--- src/rtl/pio_pkg.sv ---
package pio_pkg;
    localparam int BUS_W   = 16;
    localparam int BYTE_W  = 8;
    localparam int NBYTES  = BUS_W / BYTE_W;
    localparam int DIR_BIT = 1;
    localparam int CMD_LO  = 2;
    localparam int CMD_HI  = 7;
    localparam int CMD_W   = CMD_HI - CMD_LO + 1;
    localparam int DEV_LO  = CMD_HI + 1;
    localparam int DEV_W   = BUS_W - DEV_LO;

    typedef logic [0:BUS_W-1]  word_t;
    typedef logic [0:BYTE_W-1] byte_t;
    typedef logic [0:NBYTES-1] par_t;
    typedef logic [0:CMD_W-1]  cmd_t;
    typedef logic [0:DEV_W-1]  dev_t;

    typedef struct packed {
        logic sel;
        logic is_write;
        logic wr_start;
        logic rd_active;
    } decode_t;

    typedef struct packed {
        cmd_t  cmd;
        word_t data;
    } wr_word_t;

    function automatic logic odd_par(input byte_t b);
        return ~^b;
    endfunction

    function automatic byte_t byte_of(input word_t w, input int idx);
        return w[idx*BYTE_W +: BYTE_W];
    endfunction
endpackage

--- src/rtl/pio_decode.sv ---
module pio_decode
    import pio_pkg::*;
(
    input  logic    tag,
    input  logic    tag_q,
    input  word_t   addr,
    input  dev_t    dev_addr,
    output decode_t dec
);
    always_comb begin
        dec.sel       = (addr[DEV_LO +: DEV_W] == dev_addr);
        dec.is_write  = addr[DIR_BIT];
        dec.wr_start  = tag && !tag_q && dec.sel && dec.is_write;
        dec.rd_active = tag && dec.sel && !dec.is_write;
    end
endmodule

--- src/rtl/pio_wr_capture.sv ---
module pio_wr_capture
    import pio_pkg::*;
(
    input  logic     clk,
    input  logic     rst,
    input  logic     start,
    input  logic     byte_mode,
    input  cmd_t     cmd_in,
    input  word_t    data_in,
    input  par_t     par_in,
    output logic     stb,
    output logic     err,
    output wr_word_t word_q
);
    par_t  ok_byte;
    logic  all_ok;
    word_t masked;

    for (genvar i = 0; i < NBYTES; i++) begin : g_chk
        if (i < NBYTES - 1) begin : g_hi
            assign ok_byte[i] = byte_mode || (odd_par(byte_of(data_in, i)) == par_in[i]);
            assign masked[i*BYTE_W +: BYTE_W] = byte_mode ? '0 : byte_of(data_in, i);
        end else begin : g_lo
            assign ok_byte[i] = (odd_par(byte_of(data_in, i)) == par_in[i]);
            assign masked[i*BYTE_W +: BYTE_W] = byte_of(data_in, i);
        end
    end

    assign all_ok = &ok_byte;

    always_ff @(posedge clk) begin
        if (rst) begin
            stb    <= 1'b0;
            err    <= 1'b0;
            word_q <= '0;
        end else begin
            stb <= start && all_ok;
            err <= start && !all_ok;
            if (start && all_ok) begin
                word_q.cmd  <= cmd_in;
                word_q.data <= masked;
            end
        end
    end
endmodule

--- src/rtl/pio_rd_drive.sv ---
module pio_rd_drive
    import pio_pkg::*;
(
    input  logic  active,
    input  logic  byte_mode,
    input  word_t rd_data,
    output word_t data_out,
    output par_t  par_out,
    output logic  oe
);
    word_t shaped;

    for (genvar i = 0; i < NBYTES; i++) begin : g_byte
        if (i < NBYTES - 1) begin : g_hi
            assign shaped[i*BYTE_W +: BYTE_W] = byte_mode ? '0 : byte_of(rd_data, i);
        end else begin : g_lo
            assign shaped[i*BYTE_W +: BYTE_W] = byte_of(rd_data, i);
        end
        assign par_out[i] = active && odd_par(byte_of(shaped, i));
    end

    assign data_out = active ? shaped : '0;
    assign oe       = active;
endmodule

--- src/rtl/pio_dev_port.sv ---
module pio_dev_port
    import pio_pkg::*;
(
    input  logic              clk,
    input  logic              rst,
    input  logic [0:DEV_W-1]  dev_addr_i,
    input  logic              byte_mode_i,
    input  logic              tag_i,
    input  logic [0:BUS_W-1]  addr_i,
    input  logic [0:BUS_W-1]  data_i,
    input  logic [0:NBYTES-1] par_i,
    input  logic [0:BUS_W-1]  rd_data_i,
    output logic [0:BUS_W-1]  data_o,
    output logic [0:NBYTES-1] par_o,
    output logic              data_oe_o,
    output logic              wr_stb_o,
    output logic              par_err_o,
    output logic [0:BUS_W-1]  wr_data_o,
    output logic [0:CMD_W-1]  cmd_o
);
    logic     tag_q;
    decode_t  dec;
    wr_word_t wq;

    always_ff @(posedge clk) begin
        if (rst) tag_q <= 1'b0;
        else     tag_q <= tag_i;
    end

    pio_decode u_dec (
        .tag      (tag_i),
        .tag_q    (tag_q),
        .addr     (addr_i),
        .dev_addr (dev_addr_i),
        .dec      (dec)
    );

    pio_wr_capture u_wr (
        .clk       (clk),
        .rst       (rst),
        .start     (dec.wr_start),
        .byte_mode (byte_mode_i),
        .cmd_in    (addr_i[CMD_LO +: CMD_W]),
        .data_in   (data_i),
        .par_in    (par_i),
        .stb       (wr_stb_o),
        .err       (par_err_o),
        .word_q    (wq)
    );

    pio_rd_drive u_rd (
        .active    (dec.rd_active),
        .byte_mode (byte_mode_i),
        .rd_data   (rd_data_i),
        .data_out  (data_o),
        .par_out   (par_o),
        .oe        (data_oe_o)
    );

    assign wr_data_o = wq.data;
    assign cmd_o     = wq.cmd;
endmodule

--- config.mk ---
export PLATFORM = sky130hd
export DESIGN_NAME = pio_dev_port
export DESIGN_NICKNAME = d
export VERILOG_FILES = /design/src/rtl/pio_pkg.sv /design/src/rtl/pio_decode.sv /design/src/rtl/pio_wr_capture.sv /design/src/rtl/pio_rd_drive.sv /design/src/rtl/pio_dev_port.sv
export SDC_FILE = /design/constraint.sdc
export NUM_CORES = 1
export LEC_CHECK = 0
export ABC_CLOCK_PERIOD_IN_PS = 3400
export BUFFER_PORTS_ARGS = -buffer_cell sky130_fd_sc_hd__buf_2
export CAP_MARGIN = 30
export CORE_MARGIN = 2
export CORE_UTILIZATION = 46
export CTS_CLUSTER_SIZE = 40
export DETAILED_ROUTE_END_ITERATION = 8
export MAX_ROUTING_LAYER = met4
export PLACE_DENSITY_LB_ADDON = 0.1
export SLEW_MARGIN = 20
export SYNTH_ARGS = -nofsm -noshare
export SYNTH_HDL_FRONTEND = slang
export SYNTH_SLANG_ARGS = --single-unit
--- constraint.sdc ---
create_clock -name clk -period 3.4 [get_ports clk]
set_clock_uncertainty 0.2 [all_clocks]
set_input_delay 0.68 -clock clk [delete_from_list [all_inputs] [get_ports clk]]
set_output_delay 0.68 -clock clk [all_outputs]
set_load 0.03 [all_outputs]
==> results of run 1 <==
[final cells by class]
cell class / instances / share of cell area [%]
Clock buffer: 4 / 1.19
Tap cell: 46 / 2.61
Multi-Input combinational cell: 142 / 47.9
Sequential cell: 25 / 22.7
Timing Repair Buffer: 109 / 25.6
[metal layers]
layer | vias up | routed length (µm) | GRT usage [%]
met3 | 2 | 310 | 4.29
met5 | - | 0 | -
li1 | 865 | - | -
met4 | 0 | 19 | 5.98
met2 | 70 | 2070 | 38.4
met1 | 801 | 1720 | 24.2
[kinds of logic after synthesis]
kind of cell / after synthesis
AOI/OAI and AO/OA: 46
xor gates and xnor gates: 35
buffers and inverters: 18
DFF: 25
muxes: 2
and+or+nand+nor: 59
[cell usage after synthesis (2+ instances only)]
master    number
xor2_1         3
xnor3_1        3
clkbuf_1       9
nor4_1         3
buf_2          7
a21oi_1       22
xnor2_1       29
and2_1        17
dfxtp_1       25
o31ai_1       22
buf_6          2
nand4_1       23
nor2b_1       11
[worst max-delay path, stage by stage]
cell and delay [ns]:
buf_2 0.10, xnor2_1 0.14, nand4_1 0.18, nor4_1 0.40
nor2b_2 0.32, and2_1 0.15, buf_2 0.19
[power breakdown]
part           leakage, nW  switching (mW)  internal, mW
registers            0.202        0.000153         0.294
logic                0.776           0.179         0.115
clock network       0.0150          0.0817        0.0458
[stage by stage]
stage | cells | total power, mW
after floorplan | 185 | 0.504
after global placement | 321 | 0.577
after detailed placement | 322 | 0.591
after CTS | 326 | 0.723
after global routing | 326 | 0.759
final | 326 | 0.715
[how the worst max path moves through the flow]
stage / from / cells past startpoint / slack, ns / to
floorplan: dev_addr_i[2] / 5 / 0.41 / par_o[1]
global placement: dev_addr_i[0] / 7 / 0.20 / data_o[7]
detailed placement: dev_addr_i[0] / 7 / 0.20 / data_o[7]
CTS: dev_addr_i[0] / 7 / 0.19 / data_o[1]
global route: dev_addr_i[0] / 7 / 0.11 / data_o[5]
finish: dev_addr_i[0] / 7 / 0.36 / data_o[1]
[registers in the layout, summed over array words and instances (netlist names)]
register and flops:
u_wr.word_q 22, tag_q 1, u_wr.err 1, u_wr.stb 1
==> results.md, run 1 <==
- Reg2reg path depth: 5
- RSZ-0062 raised after global routing: no
- Static Leakage: 0.992 nW
- Die height: 63.4 µm
- Post-DRT Antenna Nets: 0
- Worst Setup Start Kind: primary input
- HPWL Detailed: 3.10 mm
- Share of layout cells above drive strength 1: 42.1%
- First-pass GRT wire length: 6.98 mm
- Syn. warnings: 0
- DRC Markers: 0
- Outcome: finished clean
- Clock slew seen by the registers of the worst setup and hold paths: 0.12 ns
- Reg area: approximately 500 µm²
- Rows: 21
- Die area: 4020 µm²
- Root buffer cell: clkbuf_4
- Most frequent cells in the layout: 103 x buf_2, 28 x xnor2_1, 25 x dfxtp_1
- Mapped Cells: 185
- HP Start: u_wr.word_q[7]
- Simple-gate portion of the synthesized area: 22.4%
- Max Freq: about 330 MHz
- Worst Hold Class: flop to flop
- Wirelength, routed: 4.12 mm
- WHS: about 0.27 ns
- TritonCTS buffer count: 3
- Slew at the pin closest to its max-slew limit: 0.601 ns
- XOR/XNOR share of the synthesized area: 21.4%
- Diode count: 0
- Instance area at placement: 2170 µm²
- Final setup vio count: 0
- CP endpoint kind: primary output
- Asr flop ratio synth: 0%
- IO Pins: 105
- Routability cong.: 0.729
- Initial Utilization: 48.3%
- CP required: roughly 2.5 ns
- Layout area overhead: 35.8%
- Fin worst setup slack: 0.357 ns
- Final worst-path cycle share: about 89%
- Post-CTS Resized: 0
- Mux cell area share after synthesis: 1.77%
- Top FF cell, synth: dfxtp_1
- Clk buf depth: 2
- Die W: ~63 µm
- EDFF count, synth: 0
- Vias: around 1,700
- RR Endpoint: u_wr.word_q[2]
- Routed wire length per instance: 12.6 µm
- Synthesis-stage register bit count: 25
- Max Slew Vio Count: 0
- Max capacitance violation total: 0
- Largest net degree at the start of global routing: 26
- Clock latency on the worst-skew pair: 0.31 ns
- Synth unique cells: 22
- Crit-path max FO: 8
- PwrDens: 325 nW/µm²
- Synth area leaders: dfxtp_1 31%, xnor2_1 16%, o31ai_1 10%
- Final min period: 3.04 ns
- TNS Setup: 0 ns
- Syn_area_per_cell: 8.77 µm²
- Arrival time at the worst endpoint: 2.16 ns
- Number of port buffers: 103
- Post-synthesis compound-gate area fraction: approximately 18%
- Worst R2R Setup Slack: 1.64 ns
- Hold Vio Cnt, Final: 0
- H-tree levels: 1
- Most common cell after layout, fill and taps aside: buf_2
- Synth Cell Area: 1620 µm²
- Initial antenna violation count: 0
- Vias in the first global route: 1,665
- Area leader, netlist: dfxtp_1
- First-pass DRT Iterations: 4
- Register area share after synthesis: 30.8%
- Largest family of logic cells by synthesized area: simple AND/OR/NAND/NOR gates
- End point of the worst hold path: u_wr.word_q[7]
- Final core occ: 65.5%
- Filler cells: 335
- WHS Path Cells: 2
- GRT overflow: 0
- GRT Total Usage: 21.5%
- CTS tree: done
- Crit Path Class: primary input to primary output
- Final #Nets: 343
- Post-synth net total: 247
- DP Worst Slack: about 0.2 ns
- Adder-cell area share of the yosys netlist: 0%
- 1st-iter DRT viols: 164
- Fin area: 2200 µm²
- Postcts setup bufs: 0
- CTS Hold Buffers Added: 0
- # clock sinks: 25
- Worst VDD drop: ~0.14 mV
- Floorplan core area: 3360 µm²
- Multi-input logic area: 1050 µm²
- Rel. slew slack: 59.9%
- Top-area cell type share of the netlist area: 30.8%
- DR vias/cell: 5.33
- R2r startpoint: tag_q
No activity file was read; power rests on OpenSTA's default activity.
==> inputs of run 2 (changes only) <==
Settings changed: CORE_UTILIZATION 46 to 47, CTS_BUF_LIST from default to sky130_fd_sc_hd__clkbuf_8.
==> run 2 against run 1 <==
Final cell count increased by 0.92%. Sequential power about the same. Core utilization increased by 1.6 points. Maximum frequency about the same. Worst setup slack got worse by 0.00066 ns. Die area decreased by 2.0%. Total power increased by 6.7%. Largest power group is now combinational cells. Sequential cell count unchanged. Critical endpoint is now data_o[3].
==> results.md, run 2 (same netlist as run 1, synthesis figures left out) <==
- GRT overflow: 0
- DP Worst Slack: 0.197 ns
- End point of the worst hold path: u_wr.word_q[10]
- Clock latency on the worst-skew pair: ~0.26 ns
- Clk buf depth: 2
- GRT Total Usage: 20.7%
- Clock slew seen by the registers of the worst setup and hold paths: ~0.08 ns
- Root buffer cell: clkbuf_8
- RSZ-0062 raised after global routing: no
- Layout area overhead: 38.1%
- Initial Utilization: 48.6%
- Largest net degree at the start of global routing: 26
- Die W: 62.8 µm
- Wirelength, routed: approximately 4.0 mm
- WHS Path Cells: 2
- Die area: 3940 µm²
- Routability cong.: 0.727
- H-tree levels: 1
- R2r startpoint: tag_q
- DR vias/cell: 5.32
- TNS Setup: 0 ns
- Post-DRT Antenna Nets: 0
- Final core occ: 67.2%
- Initial antenna violation count: 0
- Most frequent cells in the layout: 103 x buf_2, 28 x xnor2_1, 25 x dfxtp_1
- Final setup vio count: 0
- IO Pins: 105
- Static Leakage: 1.02 nW
- Rel. slew slack: 69.1%
- HP Start: u_wr.word_q[10]
- RR Endpoint: u_wr.word_q[14]
- # clock sinks: 25
- Crit Path Class: primary input to primary output
- Floorplan core area: 3340 µm²
- CP required: between 2 and 3 ns
- Worst R2R Setup Slack: approximately 1.6 ns
- Rows: 21
- Number of port buffers: 103
- Reg2reg path depth: 5
- Outcome: finished clean
- Arrival time at the worst endpoint: 2.16 ns
- Fin worst setup slack: 0.356 ns
- Hold Vio Cnt, Final: 0
- Max Freq: 329 MHz
- Slew at the pin closest to its max-slew limit: 0.464 ns
- Die height: 62.8 µm
- PwrDens: ~340 nW/µm²
- TritonCTS buffer count: 3
- First-pass GRT wire length: around 6.6 mm
- Worst Setup Start Kind: primary input
- Crit-path max FO: 8
- Worst Hold Class: flop to flop
- Worst VDD drop: 0.171 mV
- Final min period: ~3.0 ns
- CP endpoint kind: primary output
- Max reg flops: 22
- First-pass DRT Iterations: 4
- Routed wire length per instance: 12.3 µm
- Vias in the first global route: 1,600
- Max capacitance violation total: 0
- Share of layout cells above drive strength 1: 42.8%
- Postcts setup bufs: 0
- 1st-iter DRT viols: 149
- DRC Markers: 0
- Biggest register: u_wr.word_q
- CTS Hold Buffers Added: 0
- Max Slew Vio Count: 0
- Vias: around 1,800
- CTS tree: done
- Most common cell after layout, fill and taps aside: buf_2
- HPWL Detailed: 3.10 mm
- Diode count: 0
- Final #Nets: 346
- Final worst-path cycle share: 89.5%
## run 2: cell types whose count changed in the layout (fill, tap and decap cells not counted), sizes merged
cell    change
buf         +3
clkbuf      -1
inv         +1
## run 2: worst max path at each step
stage | from | endpoint | slack (ns)
3_3_place_gp | dev_addr_i[2] | data_o[5] | 0.18
3_5_place_dp | dev_addr_i[2] | data_o[7] | 0.20
5_1_grt | dev_addr_i[2] | data_o[5] | 0.12
6_report | dev_addr_i[2] | data_o[3] | 0.36
2_1_floorplan | dev_addr_i[2] | par_o[1] | 0.41
4_1_cts | dev_addr_i[2] | data_o[3] | 0.19
## run 2: per-stage QoR
stage	hold WS, ns	power, mW	cells	cell area (µm²)
5_1_grt	0.297	0.809	329	2240
6_report	0.265	0.763	329	2240
3_3_place_gp	0.249	0.597	325	2190
3_5_place_dp	0.257	0.599	325	2190
4_1_cts	0.268	0.766	329	2240
2_1_floorplan	0.396	0.504	185	1620
## run 2: what timing repair did
| item | in CTS | in global routing |
|---|---|---|
| setup endpoints to repair | 0 | 1 |
| gates resized for setup | 0 | 1 |
| hold endpoints to repair | 0 | 0 |
## run 2: layout make-up
type | instances | area, µm²
multi-input cells | 142 | 1050
flip-flops and latches | 25 | 500
clock inverters | 1 | 3.75
fillers | 321 | 1100
clock buffers | 3 | 41.3
well taps | 46 | 57.6
repair buffers | 112 | 583
## run 2: report_power, final
part / total, mW / leakage [nW] / internal, mW / switching (mW)
sequential: 0.293 / 0.202 / 0.293 / 0.000153
clock: 0.169 / 0.0269 / 0.0805 / 0.0885
combinational: 0.301 / 0.789 / 0.122 / 0.179
total: 0.763 / 1.02 / 0.496 / 0.268
## run 2: critical path: stages
cell and delay, ns:
buf_2 0.10, xnor2_1 0.14, nand4_1 0.17, nor4_1 0.32, buf_4 0.17, nor2b_2 0.24, and2_1 0.16, buf_2 0.19
## run 2: layer usage
metal | wire length, µm | track usage, % | up-vias | part of all wire, %
li1 | - | - | 867 | -
met1 | 1670 | 25.1 | 797 | 41
met2 | 2050 | 35.8 | 83 | 51
met3 | 285 | 3.60 | 4 | 7.1
met4 | 35 | 5.00 | 0 | 0.87
met5 | 0 | - | - | 0
==> inputs of run 3 (changes only) <==
Settings changed: CTS_BUF_LIST sky130_fd_sc_hd__clkbuf_8 to sky130_fd_sc_hd__clkbuf_2.
==> run 3 against run 2 <==
Critical path depth is the same. Sequential share of layout area grew 0.25 points. Register-to-register slack lost 0.02 ns. Cell area shrank 1.1%. Clock power shrank 31%. Wire length grew 0.52%. Global-route usage grew 0.16 points. Combinational power is essentially flat. Sequential power is essentially flat. Critical path type unchanged. Largest cell class unchanged. Largest power group unchanged.
==> results.md, run 3 (same netlist as run 1, synthesis figures left out) <==
- Final setup vio count: 0
- Layout area overhead: 36.5%
- GR Util met2: between 30% and 40%
- Die area: 3940 µm²
- Slew at the pin closest to its max-slew limit: 0.466 ns
- Floorplan core area: 3340 µm²
- Worst path max stage delay: 0.32 ns
- Final min period: 3.04 ns
- Vias: 1,733
- Critical path depth: 8
- TritonCTS buffer count: 3
- Die W: approximately 63 µm
- GRT overflow: 0
- Setup crit start: dev_addr_i[2]
- Worst Setup Start Kind: primary input
- CP required: 2.52 ns
- Post-DRT Antenna Nets: 0
- Outcome: finished clean
- Max capacitance violation total: 0
- Crit Path Class: primary input to primary output
- Buf/Inv on CP: 3
- HPWL Detailed: 3.10 mm
- Hold Vio Cnt, Final: 0
- GRT Total Usage: 20.8%
- Rel. slew slack: 68.9%
- Clock slew seen by the registers of the worst setup and hold paths: 0.22 ns
- Worst Hold Class: flop to flop
- Critical Path, Cell by Cell: buf_2, xnor2_1, nand4_1, nor4_1, buf_4, nor2b_2, and2_1, buf_2
- Diode count: 0
- Most common cell after layout, fill and taps aside: buf_2
- TNS Setup: 0 ns
- Final #Nets: 346
- CTS tree: done
- PwrDens: about 320 nW/µm²
- Max Freq: between 300 and 400 MHz
- HP Start: u_wr.word_q[10]
- Die height: 62.8 µm
- Met1 usage: approximately a quarter
- Post-route insts no fill: 329
- Worst VDD drop: 0.140 mV
- RSZ-0062 raised after global routing: no
- Initial Utilization: 48.6%
- Most frequent cells in the layout: 103 x buf_2, 28 x xnor2_1, 25 x dfxtp_1
- CP most frequent cell: buf_2
- DRC Markers: 0
- Arrival time at the worst endpoint: approximately 2.2 ns
- First-pass DRT Iterations: 4
- # clock sinks: 25
- Initial antenna violation count: 0
- Clock latency on the worst-skew pair: approximately 0.33 ns
- IO Pins: 105
- WHS Path Cells: 2
- Share of layout cells above drive strength 1: 43.1%
- Vias in the first global route: 1,612
- Wirelength, routed: 4.06 mm
- Crit path max-delay family: simple AND/OR/NAND/NOR gates
- Biggest register: u_wr.word_q
- Final worst-path cycle share: 89.5%
- 1st-iter DRT viols: approximately 120
- Routability cong.: 0.727
- Clk buf depth: 2
- CTS Hold Buffers Added: 0
- Postcts setup bufs: 0
- Static Leakage: 1.01 nW
- Most crowded layer after global routing: met2
- Worst path slowest cell: nor4_1
- Placed cells: ~330
- Largest net degree at the start of global routing: 26
- Crit-path max FO: 8
- R2r startpoint: tag_q
- Number of port buffers: 103
- Root buffer cell: clkbuf_2
- H-tree levels: 1
- CP endpoint kind: primary output
- Reg2reg path depth: 5
- DR vias/cell: 5.27
- Max Slew Vio Count: 0
- Rows: 21
- Routed wire length per instance: approximately 12 µm
- Max reg flops: 22
- Met3 Use GR: 3.60%
- First-pass GRT wire length: 6.65 mm
==> run 3: where the power goes <==
group	leakage (nW)	switching [mW]	internal (mW)
Clock	0.0166	0.0854	0.0311
Sequential	0.202	0.000154	0.295
Combinational	0.789	0.179	0.122
Total	1.01	0.265	0.448
==> run 3: worst paths after layout <==
check	end	slack [ns]
hold reg to reg	u_wr.word_q[10]	0.28
setup reg to reg	u_wr.word_q[14]	1.62
setup / recovery	data_o[3]	0.36
hold / removal	u_wr.word_q[10]	0.28
==> run 3: cell type report <==
cell class	count	area [µm²]
flip-flops and latches	25	500
multi-input cells	142	1050
clock buffers	4	20.0
well taps	46	57.6
repair buffers	112	583
fillers	324	1120
==> run 3: stage by stage <==
stage | power, mW | hold WS, ns | utilization [%] | setup slack (ns) | area, µm²
floorplan | 0.504 | 0.396 | - | 0.407 | 1620
global placement | 0.597 | 0.249 | 65.7 | 0.184 | 2190
detailed placement | 0.599 | 0.257 | 65.7 | 0.197 | 2190
CTS | 0.714 | 0.281 | 66.3 | 0.194 | 2210
global route | 0.755 | 0.310 | 66.4 | 0.123 | 2220
finish | 0.713 | 0.279 | 66.4 | 0.356 | 2220
==> run 3: worst register-to-register path: cells and delay by family (launching register included) <==
family	cells	cell delay, ns
simple gates	2	0.55
buf+inv	1	0.23
flops	1	0.35
compound gates	2	0.34
==> run 3: metal layers <==
| metal | vias up | share of wire, % |
|---|---|---|
| li1 | 870 | - |
| met1 | 792 | 43 |
| met2 | 67 | 50 |
| met3 | 4 | 6.1 |
| met4 | 0 | 0.86 |
| met5 | - | 0 |
==> run 3: what timing repair did <==
action,in CTS,in global routing
resized for setup,0,1
setup endpoints to repair,0,1
hold endpoints to repair,0,0
